File: config.mk
export PLATFORM = sky130hd
export DESIGN_NAME = can_rx_accept
export DESIGN_NICKNAME = d
export VERILOG_FILES = /design/src/rtl/can_rx_pkg.sv /design/src/rtl/can_rx_fbank.sv /design/src/rtl/can_rx_route.sv /design/src/rtl/can_rx_slot.sv /design/src/rtl/can_rx_accept.sv
export SDC_FILE = /design/constraint.sdc
export NUM_CORES = 1
export LEC_CHECK = 0
export BUFFER_PORTS_ARGS = -buffer_cell sky130_fd_sc_hd__clkbuf_2
export CAP_MARGIN = 40
export CORE_AREA = 4 4 216 218
export CTS_CLUSTER_SIZE = 28
export DETAILED_ROUTE_END_ITERATION = 8
export DIE_AREA = 0 0 220 222
export SLEW_MARGIN = 20
export SYNTH_ARGS = -nofsm -noshare
export SYNTH_HDL_FRONTEND = slang
export SYNTH_SLANG_ARGS = --single-unit
File: constraint.sdc
create_clock -name clk -period 3.58 [get_ports clk]
set_clock_uncertainty 0.1 [all_clocks]
set_input_delay 0.537 -clock clk [delete_from_list [all_inputs] [get_ports clk]]
set_output_delay 0.537 -clock clk [all_outputs]
set_load 0.02 [all_outputs]
File: src/rtl/can_rx_pkg.sv
package can_rx_pkg;

   localparam int ID_W   = 29;
   localparam int STD_W  = 11;
   localparam int DLC_W  = 4;
   localparam int DATA_W = 64;

   typedef enum logic [1:0] {
      RXM_FILT = 2'b00,
      RXM_STD  = 2'b01,
      RXM_EXT  = 2'b10,
      RXM_ALL  = 2'b11
   } rx_mode_e;

   typedef struct packed {
      logic [ID_W-1:0]   id;
      logic              ide;
      logic              rtr;
      logic [DLC_W-1:0]  dlc;
      logic [DATA_W-1:0] data;
   } rx_frame_t;

endpackage

File: src/rtl/can_rx_fbank.sv
module can_rx_fbank
   import can_rx_pkg::*;
#(
   parameter int NF    = 2,
   parameter int BASE  = 0,
   parameter int HIT_W = 3
) (
   input  logic [ID_W-1:0]    id,
   input  logic               ide,
   input  logic [ID_W-1:0]    mask,
   input  logic [NF*ID_W-1:0] fid,
   input  logic [NF-1:0]      fext,
   input  logic [1:0]         mode,
   output logic               accept,
   output logic [HIT_W-1:0]   hit
);
   localparam logic [HIT_W-1:0] NONE_HIT = '1;

   logic [ID_W-1:0] cmp_mask;
   logic [NF-1:0]   fmatch;
   logic            found;
   logic [HIT_W-1:0] first;

   initial begin
      if (BASE + NF > (1 << HIT_W) - 1)
         $error("filter numbers collide with the no-filter code");
   end

   assign cmp_mask = ide ? mask : {{(ID_W-STD_W){1'b0}}, mask[STD_W-1:0]};

   for (genvar f = 0; f < NF; f++) begin : g_flt
      assign fmatch[f] = (fext[f] == ide) &&
                         (((id ^ fid[f*ID_W +: ID_W]) & cmp_mask) == '0);
   end

   always_comb begin
      found = 1'b0;
      first = NONE_HIT;
      for (int i = NF - 1; i >= 0; i--) begin
         if (fmatch[i]) begin
            found = 1'b1;
            first = HIT_W'(BASE + i);
         end
      end
   end

   always_comb begin
      accept = 1'b0;
      hit    = first;
      case (rx_mode_e'(mode))
         RXM_ALL: begin
            accept = 1'b1;
            hit    = NONE_HIT;
         end
         RXM_STD:  accept = found && !ide;
         RXM_EXT:  accept = found && ide;
         default:  accept = found;
      endcase
   end

endmodule

File: src/rtl/can_rx_route.sv
module can_rx_route #(
   parameter int HIT_W = 3
) (
   input  logic             valid,
   input  logic [1:0]       acc,
   input  logic [HIT_W-1:0] hit0,
   input  logic [HIT_W-1:0] hit1,
   input  logic [1:0]       busy,
   input  logic             roll_en,
   output logic [1:0]       load,
   output logic [HIT_W-1:0] hit_sel0,
   output logic [HIT_W-1:0] hit_sel1,
   output logic [1:0]       ovf_set
);
   always_comb begin
      load     = 2'b00;
      ovf_set  = 2'b00;
      hit_sel0 = hit0;
      hit_sel1 = hit1;
      if (valid) begin
         if (acc[0]) begin
            if (!busy[0]) begin
               load[0] = 1'b1;
            end else if (roll_en) begin
               hit_sel1 = hit0;
               if (!busy[1]) load[1]    = 1'b1;
               else          ovf_set[1] = 1'b1;
            end else begin
               ovf_set[0] = 1'b1;
            end
         end else if (acc[1]) begin
            if (!busy[1]) load[1]    = 1'b1;
            else          ovf_set[1] = 1'b1;
         end
      end
   end
endmodule

File: src/rtl/can_rx_slot.sv
module can_rx_slot
   import can_rx_pkg::*;
#(
   parameter int HIT_W = 3
) (
   input  logic             clk,
   input  logic             rst_n,
   input  logic             load,
   input  rx_frame_t        frame_in,
   input  logic [HIT_W-1:0] hit_in,
   input  logic             ovf_set,
   input  logic             release_i,
   output rx_frame_t        frame_q,
   output logic [HIT_W-1:0] hit_q,
   output logic             full_q,
   output logic             ovf_q
);
   always_ff @(posedge clk) begin
      if (!rst_n) begin
         frame_q <= '0;
         hit_q   <= '1;
         full_q  <= 1'b0;
         ovf_q   <= 1'b0;
      end else begin
         if (load) begin
            frame_q <= frame_in;
            hit_q   <= hit_in;
         end
         if (load)           full_q <= 1'b1;
         else if (release_i) full_q <= 1'b0;
         if (ovf_set)        ovf_q  <= 1'b1;
         else if (release_i) ovf_q  <= 1'b0;
      end
   end
endmodule

File: src/rtl/can_rx_accept.sv
module can_rx_accept
   import can_rx_pkg::*;
#(
   parameter  int NF0    = 2,
   parameter  int NF1    = 4,
   localparam int NF_TOT = NF0 + NF1,
   localparam int HIT_W  = $clog2(NF_TOT + 1)
) (
   input  logic                   clk,
   input  logic                   rst_n,
   input  logic                   asm_valid,
   input  logic [ID_W-1:0]        asm_id,
   input  logic                   asm_ide,
   input  logic                   asm_rtr,
   input  logic [DLC_W-1:0]       asm_dlc,
   input  logic [DATA_W-1:0]      asm_data,
   input  logic [ID_W-1:0]        mask0,
   input  logic [ID_W-1:0]        mask1,
   input  logic [NF_TOT*ID_W-1:0] flt_id,
   input  logic [NF_TOT-1:0]      flt_ext,
   input  logic [1:0]             mode0,
   input  logic [1:0]             mode1,
   input  logic                   rollover_en,
   input  logic [1:0]             release_buf,
   output logic [ID_W-1:0]        b0_id,
   output logic                   b0_ide,
   output logic                   b0_rtr,
   output logic [DLC_W-1:0]       b0_dlc,
   output logic [DATA_W-1:0]      b0_data,
   output logic [HIT_W-1:0]       b0_hit,
   output logic [ID_W-1:0]        b1_id,
   output logic                   b1_ide,
   output logic                   b1_rtr,
   output logic [DLC_W-1:0]       b1_dlc,
   output logic [DATA_W-1:0]      b1_data,
   output logic [HIT_W-1:0]       b1_hit,
   output logic [1:0]             buf_full,
   output logic [1:0]             buf_ovf
);
   initial begin
      if (NF0 < 1 || NF1 < 1) $error("each slot needs at least one filter");
      if (DATA_W % 8 != 0)    $error("data width must be whole bytes");
      if (STD_W > ID_W)       $error("standard id wider than identifier");
   end

   rx_frame_t        asm_frame;
   logic [1:0]       bank_acc;
   logic [HIT_W-1:0] bank_hit [2];
   logic [1:0]       busy;
   logic [1:0]       load;
   logic [1:0]       ovf_set;
   logic [HIT_W-1:0] slot_hit_in [2];
   rx_frame_t        slot_frame [2];
   logic [HIT_W-1:0] slot_hit [2];

   always_comb begin
      asm_frame.id   = asm_id;
      asm_frame.ide  = asm_ide;
      asm_frame.rtr  = asm_rtr;
      asm_frame.dlc  = asm_dlc;
      asm_frame.data = asm_data;
   end

   for (genvar b = 0; b < 2; b++) begin : g_bank
      localparam int NF_B   = (b == 0) ? NF0 : NF1;
      localparam int BASE_B = (b == 0) ? 0 : NF0;
      can_rx_fbank #(
         .NF    (NF_B),
         .BASE  (BASE_B),
         .HIT_W (HIT_W)
      ) u_bank (
         .id     (asm_id),
         .ide    (asm_ide),
         .mask   ((b == 0) ? mask0 : mask1),
         .fid    (flt_id[BASE_B*ID_W +: NF_B*ID_W]),
         .fext   (flt_ext[BASE_B +: NF_B]),
         .mode   ((b == 0) ? mode0 : mode1),
         .accept (bank_acc[b]),
         .hit    (bank_hit[b])
      );
   end

   assign busy = buf_full & ~release_buf;

   can_rx_route #(.HIT_W(HIT_W)) u_route (
      .valid    (asm_valid),
      .acc      (bank_acc),
      .hit0     (bank_hit[0]),
      .hit1     (bank_hit[1]),
      .busy     (busy),
      .roll_en  (rollover_en),
      .load     (load),
      .hit_sel0 (slot_hit_in[0]),
      .hit_sel1 (slot_hit_in[1]),
      .ovf_set  (ovf_set)
   );

   for (genvar b = 0; b < 2; b++) begin : g_slot
      can_rx_slot #(.HIT_W(HIT_W)) u_slot (
         .clk       (clk),
         .rst_n     (rst_n),
         .load      (load[b]),
         .frame_in  (asm_frame),
         .hit_in    (slot_hit_in[b]),
         .ovf_set   (ovf_set[b]),
         .release_i (release_buf[b]),
         .frame_q   (slot_frame[b]),
         .hit_q     (slot_hit[b]),
         .full_q    (buf_full[b]),
         .ovf_q     (buf_ovf[b])
      );
   end

   assign b0_id   = slot_frame[0].id;
   assign b0_ide  = slot_frame[0].ide;
   assign b0_rtr  = slot_frame[0].rtr;
   assign b0_dlc  = slot_frame[0].dlc;
   assign b0_data = slot_frame[0].data;
   assign b0_hit  = slot_hit[0];
   assign b1_id   = slot_frame[1].id;
   assign b1_ide  = slot_frame[1].ide;
   assign b1_rtr  = slot_frame[1].rtr;
   assign b1_dlc  = slot_frame[1].dlc;
   assign b1_data = slot_frame[1].data;
   assign b1_hit  = slot_hit[1];

endmodule

# Word-level counts from Yosys, hierarchy flattened
# Index checks and enable logic that the tools add are counted.
[word_totals]
regBits = 208
in_bits = 347
wordCells = 107
[classes]
eq_ne = 12
mux = 44
bitwise = 14
reduce_logical = 21
[op_table]
columns = ["operator", "n"]
rows = [
  ["$and A29 B29 Y29", 6],
  ["$logic_not A29 Y1", 6],
  ["$xor A29 B29 Y29", 6],
  ["$mux W29", 2],
  ["$mux W3", 10],
  ["$mux W1", 25],
  ["$logic_and A1 B1 Y1", 10],
  ["$mux W2", 5],
  ["$eq A2 B2 Y1 const B", 4],
  ["$reduce_bool A2 Y1", 4],
  ["$eq A1 B1 Y1", 6],
  ["$pmux W1 S3", 2],
  ["$eq A2 B1 Y1 const B", 2],
  ["$and A2 B2 Y2", 1],
  ["$not A2 Y2", 1],
  ["$logic_not A1 Y1", 1],
]

# Depth between registers and ports, before layout
# Gate-level depths: netlist of run 1.
[depth]
word_depth = 14
ltp_mapped = 13

# By module
# A second synthesis of run 1 with hierarchy kept.
[unflattened]
hier_cells = 1058
area_unflattened_um2 = 11018.1
[by_module_without_submodules]
columns = ["module", "n_inst", "cells_each", "area_each_um2", "seq_area_each_um2"]
rows = [
  ["can_rx_slot", 2, 335, 3990.1, 2082.0],
  ["can_rx_fbank (g_bank[1].u_bank)", 1, 244, 1895.6, 0.0],
  ["can_rx_fbank (g_bank[0].u_bank)", 1, 129, 991.0, 0.0],
  ["can_rx_route", 1, 13, 123.9, 0.0],
  ["can_rx_accept", 1, 2, 27.5, 0.0],
]

# Least setup slack after synthesis of run 1
# OpenSTA, ideal clock, no wires.
[synth_timing]
path_kind = "input to register"
from = "input port asm_id[23]"
to = "register g_slot[1].u_slot.frame_q[26] (netlist name)"
setup_time_ns = 0.132
t_arrival_ns = 2.594
setup_slack_ns = 0.754
path_stages = 11
n_path_buf = 3
cell_sequence = "buf_4 > xor2_1 > a22o_1 > or4_1 > nor4b_2 > a22o_1 > o211ai_1 > clkbuf_1 > buf_2 > nand3_1 > a21oi_1"
[synth_via]
elab_chain_len = 13
word_cells_on_any_way = 39
classes_between = "11 x mux; 12 x bitwise; 16 x reduce/logical"
[synth_lines]
columns = ["item", "line_no", "source"]
rows = [
  ["start, declared", "can_rx_accept.sv:12", "input logic [ID_W-1:0] asm_id,"],
  ["$xor A29 B29 Y29", "can_rx_fbank.sv:33", "(((id ^ fid[f*ID_W +: ID_W]) & cmp_mask) == '0);"],
  ["$and A29 B29 Y29", "can_rx_fbank.sv:33", ""],
  ["$logic_not A29 Y1", "can_rx_fbank.sv:33", ""],
  ["$logic_and A1 B1 Y1", "can_rx_fbank.sv:32", "assign fmatch[f] = (fext[f] == ide) &&"],
  ["$mux W1 (4 in a row)", "can_rx_fbank.sv:40", "if (fmatch[i]) begin"],
  ["$logic_and A1 B1 Y1 (on tied branches)", "can_rx_fbank.sv:56, can_rx_fbank.sv:55", ""],
  ["$pmux W1 S3", "can_rx_fbank.sv:50", "case (rx_mode_e'(mode))"],
  ["$mux W1", "can_rx_route.sv:31", "end else if (acc[1]) begin"],
  ["$mux W1 (*)", "can_rx_route.sv:21", "if (acc[0]) begin"],
  ["$mux W2 (*)", "can_rx_route.sv:20", "if (valid) begin"],
  ["end signal, assigned", "can_rx_slot.sv:26", "frame_q <= frame_in;"],
  ["end, declared", "can_rx_slot.sv:13", "output rx_frame_t frame_q,"],
]
# Mark *: on every way between the ends. The rest lies on a longest branch, timed or not.
# A chain may end at the register's enable or synchronous reset.

# Worst setup path in the final report of run 1
[layout_timing]
from = "input port asm_id[28]"
to = "register g_slot[1].u_slot.frame_q[73] (netlist name)"
# The elaborated chain is that of the path after synthesis.

==> flow_summary.json, run 1 <==
{
  "synthesis.nets": 1578,
  "crit_path_max_fanout": 21,
  "hold_buffers": 0,
  "synth.most_common_cell": "dfxtp_1",
  "yosysWarnings": 0,
  "hold_path_depth": 2,
  "min_path_type": "input port to flip-flop",
  "ys_top_cells_by_area": "dfxtp_1 39%, xor2_1 11%, mux2i_1 9.3%, a21oi_1 5.0%, nand3_1 4.8%",
  "cts_root_buffer": "clkbuf_16",
  "cts-buffers-inserted": 25,
  "synth_area_um2": 10670,
  "cts_tree": "yes",
  "maxSlewViolCount": 0,
  "hold_violations": 0,
  "layout.nets": 2112,
  "cts_setup_buffers": 0,
  "final_cells": 2381,
  "drt-initial-drc-count": 1012,
  "r2r-end": "g_slot[1].u_slot.hit_q[0]",
  "status": "completed",
  "yosys-top-cells-count": "207 x dfxtp_1, 135 x xor2_1, 116 x nor2_1, 106 x a21oi_1, 102 x nand3_1",
  "ant_nets": 0,
  "synthFlopType": "dfxtp_1",
  "ir_drop_mv": 0.3261,
  "min_from": "release_buf[0]",
  "drc": 0,
  "cts.clk_slew.worst_paths_ps": 60,
  "grt_use_total_pct": 20.53,
  "whs_ps": 118.4,
  "startpoint_type": "input port",
  "final-setup-viol-count": 0,
  "wl_um": 53550,
  "grt_first_pass_wirelength_um": 75570,
  "rsz0062_at_grt": "no",
  "rr_startpoint": "g_slot[0].u_slot.full_q",
  "die_w_um": 220,
  "place_inst": 2332,
  "vias_per_cell": 4.851,
  "tightest_slew_ps": 701.4,
  "p_leak_nw": 6.742,
  "reg2regPathDepth": 10,
  "async_reset_ff_share_pct": 0,
  "h-tree-depth": 1,
  "slew_headroom_pct": 53.02,
  "overflow": 0,
  "fin_crit_sh_pct": 84.93,
  "drv_cap": 0,
  "ys_seq_elements": 207,
  "hold-path-endpoint": "g_slot[0].u_slot.ovf_q",
  "postSynthAreaPerCell_um2": 8.711,
  "final_core_util_pct": 33.91,
  "clock.fmax_mhz": 328.9,
  "tns_ps": 0,
  "cp.arrival_ps": 3390,
  "cp.required_ps": 3930,
  "coreArea_um2": 44890,
  "cts.sinks": 207,
  "netlist_instances": 1225,
  "finalWeightedCongestion": 1.018,
  "dieHeight_um": 222,
  "areaGrowthSynthToFinish_pct": 42.64,
  "fin_crit_ps": 3040,
  "clk_path_buf_depth": 3,
  "cp-startpoint": "asm_id[28]",
  "place_area_um2": 14340,
  "power_density_nw_per_um2": 420.0,
  "synth_top_area_share_pct": 38.83,
  "place_ws_ps": -24.93,
  "seq_area_frac_synth_pct": 38.83,
  "crit_type": "input port to flip-flop",
  "end_kind": "flip-flop",
  "yosysTopAreaCell": "dfxtp_1",
  "start_util_pct": 23.77,
  "io_pins": 555,
  "die_area_um2": 48840,
  "antenna_found_initial": 5,
  "clkLatencyLatePin_ps": 530,
  "layout-drive-gt1-share_pct": 37.80,
  "drtPass1Iterations": 5,
  "grt_pass1_vias": 11440,
  "totalPowerFinal_mw": 6.393,
  "setup_ws_ps": 539.6,
  "hpwlAfterDp_um": 42850,
  "portBuffers": 554,
  "vias": 11550,
  "ys_types": 50,
  "row_count": 78,
  "final_cell_area_um2": 15220,
  "grt_max_degree": 101,
  "wire_per_inst_um": 22.49,
  "r2r_setup_slack_ps": 820,
  "synth_edf_count": 0,
  "cts_resized": 0
}
==> layer usage <==
layer / global-route usage (%) / share of wire [%] / wire (um)
met5: 0 / 0.052 / 28
met2: 33.86 / 47 / 25170
met1: 26.65 / 42 / 22630
met4: 4.822 / 2.4 / 1278
met3: 5.674 / 8.3 / 4448
==> report_power, final <==
| part | leakage, nW | switching [mW] | total, mW | internal (mW) |
|---|---|---|---|---|
| clock | 0.434 | 1.02 | 2.67 | 1.65 |
| combinational | 4.63 | 0.772 | 1.28 | 0.508 |
| sequential | 1.68 | 0.0480 | 2.44 | 2.39 |
| total | 6.74 | 1.84 | 6.39 | 4.55 |
==> cells by family after synthesis <==
family	count (synthesis)	share of synthesized area [%]
xor gates and xnor gates	176	14.44
muxes	99	9.286
DFF	207	38.83
and+or+nand+nor	284	12.44
adders and majority gates	6	0.7035
AOI/OAI and AO/OA	326	18.27
buffers and inverters	127	6.027
==> how the worst max path moves through the flow <==
stage | to | slack [ps] | cells past startpoint
after global routing | g_slot[1].u_slot.frame_q[32] | 390 | 13
after CTS | g_slot[1].u_slot.frame_q[82] | 550 | 13
after floorplan | g_slot[1].u_slot.frame_q[26] | 750 | 11
after detailed placement | g_slot[1].u_slot.frame_q[82] | -20 | 13
after global placement | g_slot[1].u_slot.frame_q[32] | 7 | 13
final | g_slot[1].u_slot.frame_q[73] | 540 | 13
==> layout by cell type (no fill, tap or decap), types with 3 or more instances in the layout <==
cell / Yosys / final
clkbuf_2: 0 / 554
inv_1: 10 / 10
buf_12: 0 / 16
diode_2: 0 / 3
a2bb2oi_1: 11 / 11
a32oi_1: 11 / 11
dfxtp_1: 207 / 207
a22oi_1: 43 / 43
a222oi_1: 3 / 3
or4_1: 4 / 4
o21ai_1: 34 / 34
a21oi_1: 106 / 106
o2bb2ai_1: 4 / 4
clkbuf_16: 0 / 25
xnor2_1: 41 / 41
nand4_1: 9 / 9
o22ai_1: 12 / 12
a22o_1: 4 / 4
mux2i_1: 99 / 99
a31oi_1: 8 / 8
o21ai_0: 73 / 73
o211ai_1: 3 / 3
nand3_1: 102 / 102
xor2_1: 135 / 135
and2_1: 3 / 3
nand2_1: 30 / 30
ha_1: 6 / 6
nor2_1: 116 / 116
bufinv_16: 0 / 3
buf_4: 11 / 53
clkbuf_8: 0 / 7
nor4_1: 3 / 3
clkinv_4: 0 / 3
nor2b_1: 3 / 3
clkbuf_1: 37 / 4
clkinv_2: 0 / 3
==> worst max-delay path, stage by stage <==
cell and delay, ps:
clkbuf_2 270, buf_4 270, xnor2_1 140, o22ai_1 90, or4_1 540, nor4_1 340
buf_4 200, a21o_1 110, buf_4 120, o211a_4 210, buf_4 280, o21ai_1 100
a21oi_1 140
==> flip-flops by register name, indices dropped and copies added, names as in the netlist <==
signal,cells
g_slot.u_slot.ovf_q,2
g_slot.u_slot.frame_q,198
g_slot.u_slot.full_q,2
g_slot.u_slot.hit_q,5
==> cell type report <==
| cell class | count | area, um^2 |
|---|---|---|
| Tap cell | 600 | 750.7 |
| Timing Repair Buffer | 623 | 3491 |
| Multi-Input combinational cell | 891 | 5906 |
| Fill cell | 4775 | 29670 |
| Clock buffer | 36 | 737.0 |
| Sequential cell | 207 | 4144 |
| Clock inverter | 10 | 140.1 |
| Inverter | 11 | 46.29 |
| Antenna cell | 3 | 7.507 |
Power figures use the tool's default switching activity.
==> inputs of run 2 (changes only) <==
ABC_AREA = 1   (was not set)
clock period = 3.1 ns   (was 3.58 ns; I/O delays follow)
==> run 2 against run 1 <==
Against the previous run:
- worst setup slack gained 58 ps
- flip-flop and latch count unchanged
- power rose by 15%
- sequential share of layout area down 1.6 points
- register-to-register slack better by 340 ps
- critical path depth grew 7
- global-route usage down 1.4 points
- largest power group unchanged
- clock-buffer cell count down 5
- hold slack lost 60 ps
- first-iteration DRC count decreased by 27%
- largest cell class unchanged
- clock power increased by 13%
- critical endpoint is now g_slot[1].u_slot.frame_q[65]
==> flow_summary.json, run 2 <==
{
  "synth_edf_count": 0,
  "ir_drop_mv": 0.3488,
  "synthFlopType": "dfxtp_1",
  "rr_startpoint": "g_slot[0].u_slot.full_q",
  "die_w_um": 220,
  "die_area_um2": 48840,
  "hold_violations": 0,
  "power_density_nw_per_um2": 454.9,
  "totalPowerFinal_mw": 7.351,
  "vias": 13460,
  "layout_commonest_cell": "nand2_1",
  "hold-path-endpoint": "g_slot[0].u_slot.frame_q[27]",
  "startpoint_type": "input port",
  "fin_crit_ps": 2502,
  "place_area_um2": 15290,
  "final-setup-viol-count": 0,
  "r2r_setup_slack_ps": 1160,
  "crit_path_frequent_cell": "nand2_1",
  "cts.sinks": 207,
  "cts.clk_slew.worst_paths_ps": 60,
  "clock.fmax_mhz": 399.7,
  "h-tree-depth": 1,
  "drc": 0,
  "cts_root_buffer": "clkbuf_16",
  "antenna_found_initial": 14,
  "row_count": 78,
  "crit_type": "input port to flip-flop",
  "largest_reg_flops": 198,
  "wl_um": 49880,
  "start_util_pct": 26.21,
  "synth_top_area_share_pct": 35.22,
  "hold_buffers": 0,
  "grt_use_total_pct": 19.17,
  "netlist_instances": 1989,
  "p_leak_nw": 9.116,
  "crit_chain": "clkbuf_2 > buf_4 > nand2_1 > nand3b_1 > nand2_1 > nor2_1 > nand2_1 > nor2_1 > buf_4 > nand2_1 > nand2_1 > nand2_2 > nand2_4 > nor2_1 > nand2_2 > nand2_8 > buf_12 > nand2_1 > nand2_1 > nor2_1",
  "cts_setup_buffers": 0,
  "vias_per_cell": 4.268,
  "cts_resized": 0,
  "cp.required_ps": 3410,
  "yosysWarnings": 0,
  "dieHeight_um": 222,
  "grt_max_degree": 81,
  "final_cell_area_um2": 16160,
  "async_reset_ff_share_pct": 0,
  "yosysTopAreaCell": "dfxtp_1",
  "drv_cap": 0,
  "r2r-end": "g_slot[1].u_slot.frame_q[65]",
  "crit_path_max_fanout": 33,
  "largest_register": "g_slot.u_slot.frame_q",
  "coreArea_um2": 44890,
  "layout-drive-gt1-share_pct": 27.47,
  "critPathMaxStageDelay_ps": 280,
  "clkLatencyLatePin_ps": 540,
  "finalWeightedCongestion": 0.9422,
  "synth.most_common_cell": "nand2_1",
  "cts_tree": "yes",
  "cp.arrival_ps": 2810,
  "drtPass1Iterations": 5,
  "wire_per_inst_um": 15.81,
  "fin_crit_sh_pct": 80.72,
  "status": "completed",
  "hold_path_depth": 3,
  "layout.nets": 2881,
  "cp_slowest_cell": "nand3b_1",
  "cts-buffers-inserted": 25,
  "areaGrowthSynthToFinish_pct": 37.32,
  "ys_types": 27,
  "hpwlAfterDp_um": 41920,
  "portBuffers": 554,
  "rsz0062_at_grt": "no",
  "ys_seq_elements": 207,
  "yosys-top-cells-count": "675 x nand2_1, 319 x nor2_1, 243 x inv_1, 207 x dfxtp_1, 140 x nand3_1",
  "n_fill_cell": 5039,
  "tightest_slew_ps": 603.3,
  "overflow": 0,
  "maxSlewViolCount": 0,
  "grt_first_pass_wirelength_um": 72030,
  "top_regs": "g_slot.u_slot.frame_q x198, g_slot.u_slot.hit_q x5",
  "ant_nets": 0,
  "synth_area_um2": 11770,
  "whs_ps": 58.47,
  "grt_pass1_vias": 12180,
  "tns_ps": 0,
  "seq_area_frac_synth_pct": 35.22,
  "end_kind": "flip-flop",
  "drt-initial-drc-count": 735,
  "min_from": "asm_data[27]",
  "reg2regPathDepth": 10,
  "final_cell_mix": "675 x nand2_1, 553 x clkbuf_2, 319 x nor2_1",
  "postSynthAreaPerCell_um2": 5.916,
  "io_pins": 555,
  "clk_path_buf_depth": 3,
  "min_path_type": "input port to flip-flop",
  "synthesis.nets": 2342,
  "slew_headroom_pct": 59.78,
  "ys_top_cells_by_area": "dfxtp_1 35%, nand2_1 22%, nor2_1 10%, inv_1 7.8%, nand3_1 6.0%"
}
[run 2: changes by cell type after synthesis, moves of 43 or more]
cell	before	now
xor2_1	135	1
inv_1	10	243
nor2_1	116	319
a22oi_1	43	0
mux2i_1	99	0
nand2_1	30	675
[run 2: logic make-up after synthesis]
kind of cell	share of synthesized area (%)
and+or+nand+nor	40.16
buffers and inverters	13.49
AOI/OAI and AO/OA	9.899
DFF	35.22
xor gates and xnor gates	0.5955
adders and majority gates	0.6379
[run 2: cell type report]
cell class                 count  area [um^2]  share of cell area (%)
multi-input combinational   1424         6050                   37.44
sequential                   207         4144                   25.64
timing repair buffer         616         3395                   21.01
inverter                     254        953.4                   5.900
tap                          600        750.7                   4.646
clock buffer                  31        678.2                   4.197
clock inverter                13        163.9                   1.014
antenna                       10        25.02                  0.1549
[run 2: worst max-delay path, delay by kind of cell]
kind / cells / cell delay, ps
and+or+nand+nor: 16 / 1640
buffers and inverters: 4 / 660
[run 2: through the flow]
step / util [%] / setup slack, ps / std cells
6_report: 36.00 / 597.8 / 3155
5_1_grt: 36.00 / 324.2 / 3155
4_1_cts: 35.94 / 550.7 / 3145
3_5_place_dp: 34.06 / 9.557 / 3101
3_3_place_gp: 34.06 / 40.25 / 3101
2_1_floorplan: - / 809.2 / 1989
[run 2: worst max-delay path by stage]
stage,from,endpoint,slack [ps],cells after the start
2_1_floorplan,asm_id[23],g_slot[1].u_slot.hit_q[0],810,19
3_3_place_gp,asm_ide,g_slot[1].u_slot.frame_q[84],40,20
3_5_place_dp,asm_id[5],g_slot[0].u_slot.frame_q[93],10,18
4_1_cts,asm_id[5],g_slot[0].u_slot.frame_q[93],550,18
5_1_grt,asm_id[5],g_slot[0].u_slot.frame_q[86],320,18
6_report,asm_ide,g_slot[1].u_slot.frame_q[65],600,20
[run 2: power by group]
group / leakage (nW) / switching (mW) / internal [mW] / total [mW]
Sequential: 1.69 / 0.0683 / 2.79 / 2.85
Clock: 0.410 / 1.21 / 1.81 / 3.03
Combinational: 7.02 / 0.917 / 0.556 / 1.47
[run 2: per-layer routing]
metal | GRT usage [%] | part of all wire (%) | vias to the layer above
met4 | 8.610 | 4.3 | 4
met5 | 0 | 0.044 | -
met1 | 21.51 | 39 | 5745
met2 | 33.09 | 47 | 487
li1 | - | - | 7148
met3 | 5.989 | 9.3 | 80
